<file path="config.mk">
export PLATFORM = sky130hd
export DESIGN_NAME = tmr_irq_ctrl
export DESIGN_NICKNAME = d
export VERILOG_FILES = /design/src/rtl/tmr_irq_pkg.sv /design/src/rtl/tmr_irq_pend_unit.sv /design/src/rtl/tmr_irq_en_reg.sv /design/src/rtl/tmr_irq_merge.sv /design/src/rtl/tmr_irq_ctrl.sv
export SDC_FILE = /design/constraint.sdc
export NUM_CORES = 1
export LEC_CHECK = 0
export BUFFER_PORTS_ARGS = -buffer_cell sky130_fd_sc_hd__clkbuf_2
export CORE_ASPECT_RATIO = 0.6
export CORE_MARGIN = 2
export CORE_UTILIZATION = 40
export DETAILED_ROUTE_END_ITERATION = 8
export PLACE_DENSITY_LB_ADDON = 0.2
export REMOVE_ABC_BUFFERS = 1
export SETUP_SLACK_MARGIN = 0.15
export SLEW_MARGIN = 20
export SYNTH_ARGS = -nofsm -noshare
export SYNTH_HDL_FRONTEND = slang
export SYNTH_HIERARCHICAL = 1
export SYNTH_SLANG_ARGS = --single-unit
</file>
<file path="constraint.sdc">
create_clock -name clk -period 2.7 [get_ports clk]
set_clock_uncertainty 0.05 [all_clocks]
set_input_delay 0.54 -clock clk [delete_from_list [all_inputs] [get_ports clk]]
set_output_delay 0.54 -clock clk [all_outputs]
set_load 0.05 [all_outputs]
</file>
<file path="src/rtl/tmr_irq_pkg.sv">
// Package: shared constants for the timer interrupt unit.
// Assumes: register addresses fit in the bus address width chosen at the top.
package tmr_irq_pkg;
    localparam int unsigned REG_PEND = 0;  // pending register address
    localparam int unsigned REG_EN   = 1;  // enable register address
endpackage

</file>
<file path="src/rtl/tmr_irq_pend_unit.sv">
// Module: pending bits for one timer subsystem.
// Each bit is set by its event and cleared by a write-1 mask; set wins.
// Assumes: clr_i is already qualified by the bus write to the pending address.
module tmr_irq_pend_unit #(
    parameter int unsigned SRC = 4
) (
    input  logic           clk,
    input  logic           rst_n,
    input  logic [SRC-1:0] set_i,
    input  logic [SRC-1:0] clr_i,
    output logic [SRC-1:0] pend_o,
    output logic [SRC-1:0] pend_d_o
);
    logic [SRC-1:0] pend_q;

    // Next state: clear by mask first, then OR in events so set wins.
    always_comb begin
        pend_d_o = (pend_q & ~clr_i) | set_i;
    end

    // Pending storage with synchronous reset.
    always_ff @(posedge clk) begin
        if (!rst_n) pend_q <= '0;
        else        pend_q <= pend_d_o;
    end

    assign pend_o = pend_q;
endmodule

</file>
<file path="src/rtl/tmr_irq_en_reg.sv">
// Module: enable register, loaded whole from the bus.
// Assumes: wr_i is already qualified by the bus write to the enable address.
module tmr_irq_en_reg #(
    parameter int unsigned W = 16
) (
    input  logic         clk,
    input  logic         rst_n,
    input  logic         wr_i,
    input  logic [W-1:0] wdata_i,
    output logic [W-1:0] en_o,
    output logic [W-1:0] en_d_o
);
    logic [W-1:0] en_q;

    // Next state: take write data on a write, else hold.
    always_comb begin
        en_d_o = wr_i ? wdata_i : en_q;
    end

    // Enable storage with synchronous reset.
    always_ff @(posedge clk) begin
        if (!rst_n) en_q <= '0;
        else        en_q <= en_d_o;
    end

    assign en_o = en_q;
endmodule

</file>
<file path="src/rtl/tmr_irq_merge.sv">
// Module: combines pending and enable into one registered request.
// Works from the next-state values, so the flop agrees with the registers
// after every edge. Assumes both inputs are next-state vectors.
module tmr_irq_merge #(
    parameter int unsigned W = 16
) (
    input  logic         clk,
    input  logic         rst_n,
    input  logic [W-1:0] pend_d_i,
    input  logic [W-1:0] en_d_i,
    output logic         irq_o
);
    logic irq_q;

    // Request flop: a glitch-free OR of the enabled pending bits.
    always_ff @(posedge clk) begin
        if (!rst_n) irq_q <= 1'b0;
        else        irq_q <= |(pend_d_i & en_d_i);
    end

    assign irq_o = irq_q;
endmodule

</file>
<file path="src/rtl/tmr_irq_ctrl.sv">
// Module: top of the timer interrupt pending/enable unit.
// Decodes the register bus, builds one pending slice per subsystem,
// and drives the combined request. Reads are combinational and side-effect free.
// Assumes: event pulses are synchronous to clk.
module tmr_irq_ctrl #(
    parameter int unsigned N_UNITS = 4,
    parameter int unsigned N_SRC   = 4,
    parameter int unsigned ADDR_W  = 2
) (
    input  logic                       clk,
    input  logic                       rst_n,
    input  logic [ADDR_W-1:0]          bus_addr,
    input  logic                       bus_wr,
    input  logic [N_UNITS*N_SRC-1:0]   bus_wdata,
    output logic [N_UNITS*N_SRC-1:0]   bus_rdata,
    input  logic [N_UNITS*N_SRC-1:0]   evt_pulse,
    output logic                       irq_req
);
    import tmr_irq_pkg::*;

    localparam int unsigned W = N_UNITS * N_SRC;

    logic         sel_pend;
    logic         sel_en;
    logic [W-1:0] clr_mask;
    logic [W-1:0] pend_q;
    logic [W-1:0] pend_d;
    logic [W-1:0] en_q;
    logic [W-1:0] en_d;

    // Address decode for the two implemented registers.
    always_comb begin
        sel_pend = (bus_addr == ADDR_W'(REG_PEND));
        sel_en   = (bus_addr == ADDR_W'(REG_EN));
        clr_mask = (bus_wr && sel_pend) ? bus_wdata : '0;
    end

    // One pending slice per timer subsystem.
    for (genvar u = 0; u < N_UNITS; u++) begin : g_unit
        tmr_irq_pend_unit #(.SRC(N_SRC)) u_pend (
            .clk      (clk),
            .rst_n    (rst_n),
            .set_i    (evt_pulse[u*N_SRC +: N_SRC]),
            .clr_i    (clr_mask[u*N_SRC +: N_SRC]),
            .pend_o   (pend_q[u*N_SRC +: N_SRC]),
            .pend_d_o (pend_d[u*N_SRC +: N_SRC])
        );
    end

    tmr_irq_en_reg #(.W(W)) u_en (
        .clk     (clk),
        .rst_n   (rst_n),
        .wr_i    (bus_wr && sel_en),
        .wdata_i (bus_wdata),
        .en_o    (en_q),
        .en_d_o  (en_d)
    );

    tmr_irq_merge #(.W(W)) u_merge (
        .clk      (clk),
        .rst_n    (rst_n),
        .pend_d_i (pend_d),
        .en_d_i   (en_d),
        .irq_o    (irq_req)
    );

    // Read mux; unused addresses return zero.
    always_comb begin
        if (sel_pend)    bus_rdata = pend_q;
        else if (sel_en) bus_rdata = en_q;
        else             bus_rdata = '0;
    end
endmodule

</file>
# Word level (Yosys, flattened, before mapping)

Index checks and enable logic that the tools add are counted.

Flip-flop bits (word level): 33
Bits in latches: 0
Memory bits (writable): 0
Memory bits (read-only): 0
Input port bits: 37
Output and inout bits: 17
Logic and storage cells: 28
Memories: 0

Add/subtract/negate cells: 0
$mul: 0
Divide/modulo/power cells: 0
Magnitude comparators: 0
Eq/ne operators: 1
Shift-type cells: 0
Mux-type cells: 4
Bitwise gates (word level): 13
Reductions and logical operators: 4

Operator list:

| operator             | count |
|---|---|
| $mux W16             | 4 |
| $and A16 B16 Y16     | 1 |
| $and A4 B4 Y4        | 4 |
| $not A4 Y4           | 4 |
| $or A4 B4 Y4         | 4 |
| $reduce_or A16 Y1    | 1 |
| $eq A2 B1 Y1 const B | 1 |
| $logic_and A1 B1 Y1  | 2 |
| $logic_not A2 Y1     | 1 |

# Longest topological paths before layout

Word-level depth: 8
Mapped depth: 10

# Modules after synthesis

Netlist, hierarchy kept.

By module, submodules not included:

| module            | times used | cells an instance | area an instance (µm²) | sequential area each (µm²) |
|---|---|---|---|---|
| tmr_irq_pend_unit | 4          | 16                | 190.2                  | 80.1 |
| tmr_irq_en_reg    | 1          | 51                | 675.6                  | 320.3 |
| tmr_irq_ctrl      | 1          | 55                | 386.6                  | 0.0 |
| tmr_irq_merge     | 1          | 12                | 115.1                  | 20.0 |

# Worst setup path after synthesis

Ideal clock, no wire load.

Path type: input port to flip-flop
Start: input bus_addr[0]
End: register u_merge.irq_q (netlist: u_merge/irq_o)
Library setup time: 0.115 ns
Arrival time: 2.235 ns
Setup slack: 0.300 ns
Stages on the path: 10
Path buffers: 4
Cell sequence: buf_6 buf_4 and3b_1 buf_6 buf_12 mux2_4 a22o_1 a221oi_2 nand3_1 o21a_1

Elaborated cells on any way between the ends: 20
Those cells by class: eq/ne (1); mux (2); bitwise (13); reduce/logical (4)

RTL lines:

| item                 | line                 | RTL |
|---|---|---|
| start, declared      | tmr_irq_ctrl.sv:12   | `input logic [ADDR_W-1:0] bus_addr,` |
| $eq A2 B1 Y1         | tmr_irq_ctrl.sv:34   | `sel_en = (bus_addr == ADDR_W'(REG_EN));` |
| $logic_and A1 B1 Y1  | tmr_irq_ctrl.sv:53   | `.wr_i (bus_wr && sel_en),` |
| $mux W16             | tmr_irq_en_reg.sv:17 | `en_d_o = wr_i ? wdata_i : en_q;` |
| via en_d[6]          | tmr_irq_ctrl.sv:29   | `logic [W-1:0] en_d;` |
| $and A16 B16 Y16     | tmr_irq_merge.sv:18  | `else irq_q <= \|(pend_d_i & en_d_i);` |
| $reduce_or A16 Y1    | tmr_irq_merge.sv:18  |  |
| end signal, assigned | tmr_irq_merge.sv:18  |  |
| end, declared        | tmr_irq_merge.sv:13  | `logic irq_q;` |

The timed path passes the listed nets, and every way through them passes these cells.
A chain may end at the register's enable or synchronous reset.

# Final worst setup path

Start: input bus_addr[1]
End: register u_merge.irq_q (netlist: u_merge/irq_o)

Cells in the longest elaborated chain, start to end: 8
Elaborated cells on any way between the ends: 20
Those cells by class: eq/ne (1); mux (2); bitwise (13); reduce/logical (4)

Ends and longest elaborated chain:

| item                | line                    | RTL |
|---|---|---|
| $logic_not A2 Y1    | tmr_irq_ctrl.sv:33      | `sel_pend = (bus_addr == ADDR_W'(REG_PEND));` |
| $logic_and A1 B1 Y1 | tmr_irq_ctrl.sv:35      | `clr_mask = (bus_wr && sel_pend) ? bus_wdata : '0;` |
| $mux W16            | tmr_irq_ctrl.sv:35      |  |
| via clr_mask[3]     | tmr_irq_ctrl.sv:25      | `logic [W-1:0] clr_mask;` |
| $not A4 Y4          | tmr_irq_pend_unit.sv:18 | `pend_d_o = (pend_q & ~clr_i) \| set_i;` |
| $and A4 B4 Y4       | tmr_irq_pend_unit.sv:18 |  |
| $or A4 B4 Y4        | tmr_irq_pend_unit.sv:18 |  |
| via pend_d[3]       | tmr_irq_ctrl.sv:27      | `logic [W-1:0] pend_d;` |
| $and A16 B16 Y16    | tmr_irq_merge.sv:18     |  |
| $reduce_or A16 Y1   | tmr_irq_merge.sv:18     |  |

The timed path passes the listed nets, and every way through them passes these cells.

==> impl_metrics.tcl <==
set metrics [dict create \
    drv_cap 0 \
    worst_ir_drop_vdd_mv 0.2685 \
    cts_setup_buffers 0 \
    yosys_warnings 6 \
    die-width_um 93.87 \
    drive_gt1_frac 0.4274 \
    nets 277 \
    dpl_worst_slack_ns 0.1070 \
    setup.worst_path.end_class "flop" \
    seq_area_frac_synth 0.3409 \
    power-per-cell-area_nw_per_um2 511.3 \
    firstDrtPassIters 4 \
    grt_pass1_wl_mm 6.837 \
    post-dp-hpwl_mm 3.140 \
    worst_slack_ns 0.4304 \
    cp-start-kind "input pin" \
    syn_area_per_cell_um2 10.65 \
    setup_violations 0 \
    regArea_um2 660.6 \
    hold_slack_ns 0.4188 \
    min_period_ns 2.270 \
    crit_slowest_cell "nor3b_4" \
    power_leakage_nw 1.126 \
    grt_overflow_total 0 \
    io_pins 54 \
    cts_buffers 5 \
    tightest_slew_ns 0.6188 \
    cts_hold_buffers 0 \
    cts_root_buf "clkbuf_8" \
    fmax_mhz 440.6 \
    die-area_um2 5437 \
    place_congestion 0.7561 \
    multiInputGateArea_um2 1204 \
    hp-class "input pin to flop" \
    synthCells 182 \
    ys_seq_elements 33 \
    portBuffers 53 \
    cts_sinks 33 \
    vias_per_cell 4.605 \
    clk_latency_ns 0.29 \
    die_height_um 57.92 \
    cts_resized 0 \
    fin_crit_sh 0.8406 \
    grt_usage 0.1680 \
    antenna_found_initial 0 \
    core_um2 4612 \
    drc_errors 0 \
    routed_wl_mm 4.197 \
    num_antenna_cells 0 \
    fillers 449 \
    ant_nets 0 \
    htree_levels 2 \
    rsz0062_at_grt "false" \
    required_ns 2.83 \
    syn2layout_area_growth_pct 22.14 \
    path_class "input pin to flop" \
    status "complete, no violations" \
    final-hold-violation-count 0 \
    clk_pin_slew_ns 0.08 \
    via_count 1400 \
    power_mw 1.210 \
    avgRoutedWirePerCell_um 13.81 \
    grt_pass1_vias 1357 \
    crit_arrival_ns 2.40 \
    first_iter_violations 55 \
    slew_violations 0 \
    relSlewSlack 0.5875 \
    setup_tns_ns 0 \
    ctsLongestPathBuffers 2 \
    crit_fanout 13 \
    rows 19 \
    grt_max_degree 34 \
    dpl_cell_area_um2 2266 \
    slowest_delay_ns 0.49 \
    worstPathCellList "clkbuf_2 > nor3b_4 > and2_1 > nor2b_4 > or2_1 > a22o_1 > a221oi_2 > nand3_1 > o21a_1" \
    cts_tree "done" \
    syn_area_um2 1938 \
    final_cell_area_um2 2367 \
    start_util 0.4202 \
    synth_cell_type_count 22 \
]
==> cell usage after synthesis, drive strengths merged <==
| master | instances | area (um^2) |
|---|---|---|
| nor2b | 16 | 220.2 |
| clkbuf | 1 | 3.750 |
| and3b | 1 | 8.760 |
| and2 | 32 | 202.7 |
| buf | 7 | 70.06 |
| a22oi | 4 | 30.03 |
| a22o | 2 | 17.52 |
| dfxtp | 33 | 660.6 |
| or2 | 16 | 100.1 |
| nor2 | 16 | 60.06 |
| nor3b | 1 | 18.77 |
| mux2i | 16 | 160.2 |
| o21a | 17 | 127.6 |
| mux2 | 16 | 217.7 |
| nand3 | 2 | 10.01 |
| a221oi | 2 | 30.03 |
==> power by group <==
| part | total (mW) | switching, mW | internal, mW | leakage (nW) |
|---|---|---|---|---|
| Clock | 0.421 | 0.191 | 0.231 | 0.0542 |
| Combinational | 0.261 | 0.137 | 0.124 | 0.799 |
| Sequential | 0.528 | 0.0135 | 0.515 | 0.273 |
| Total | 1.21 | 0.341 | 0.869 | 1.13 |
==> area by class of cell <==
class	instances	share of cell area
clock buffer	7	0.04070
timing repair buffer	59	0.1364
sequential	33	0.2791
tap	63	0.03330
clock inverter	1	0.002114
multi-input combinational	141	0.5085
==> worst max-delay path, delay by kind of cell <==
kind / cells / cell delay (ns)
buf+inv: 1 / 0.14
compound gates: 3 / 0.60
simple gates: 5 / 1.11
==> layer usage <==
| layer | wire length (um) | vias up | part of all wire | global-route usage |
|---|---|---|---|---|
| met2 | 1709 | 30 | 0.41 | 0.2367 |
| met4 | 25 | 0 | 0.0060 | 0.04969 |
| met1 | 2261 | 637 | 0.54 | 0.2464 |
| li1 | - | 730 | - | - |
| met3 | 200 | 3 | 0.048 | 0.05202 |
| met5 | 0 | - | 0 | 0 |
==> final timing paths <==
kind / startpoint / end / slack, ns / cells after the start
worst min register to register: g_unit[2].u_pend/pend_o[3] / g_unit[2].u_pend/pend_o[3] / 0.54 / 2
worst max register to register: g_unit[0].u_pend/pend_o[3] / u_merge/irq_o / 1.19 / 6
worst min-delay path: evt_pulse[13] / g_unit[3].u_pend/pend_o[1] / 0.42 / 2
worst max-delay path: bus_addr[1] / u_merge/irq_o / 0.43 / 9
==> cell usage in the layout (no fill, tap or decap), drive strengths merged <==
cell    synthesis  routed
a221oi          2       2
a22o            2       2
a22oi           4       4
and2           32      32
and3b           1       1
buf             7       6
clkbuf          1      60
clkinv          0       1
dfxtp          33      33
mux2           16      16
mux2i          16      16
nand3           2       2
nor2           16      16
nor2b          16      16
nor3b           1       1
o21a           17      17
or2            16      16
==> logic make-up after synthesis <==
group | after synthesis | share of synthesized area
compound gates | 25 | 0.1059
buf+inv | 8 | 0.03808
flops | 33 | 0.3409
mux | 32 | 0.1950
simple gates | 84 | 0.3202
==> metrics by stage <==
stage	utilization	instances
final	0.5133	304
after global routing	0.5133	304
after CTS	0.5133	304
after detailed placement	0.4913	296
after global placement	0.4913	296
after floorplan	-	174
==> sequential cells by signal (all words and copies together) (netlist names) <==
signal,cells
u_merge/irq_o,1
g_unit.u_pend/pend_o,16
u_en/en_o,16
No activity file was read; power rests on OpenSTA's default activity.
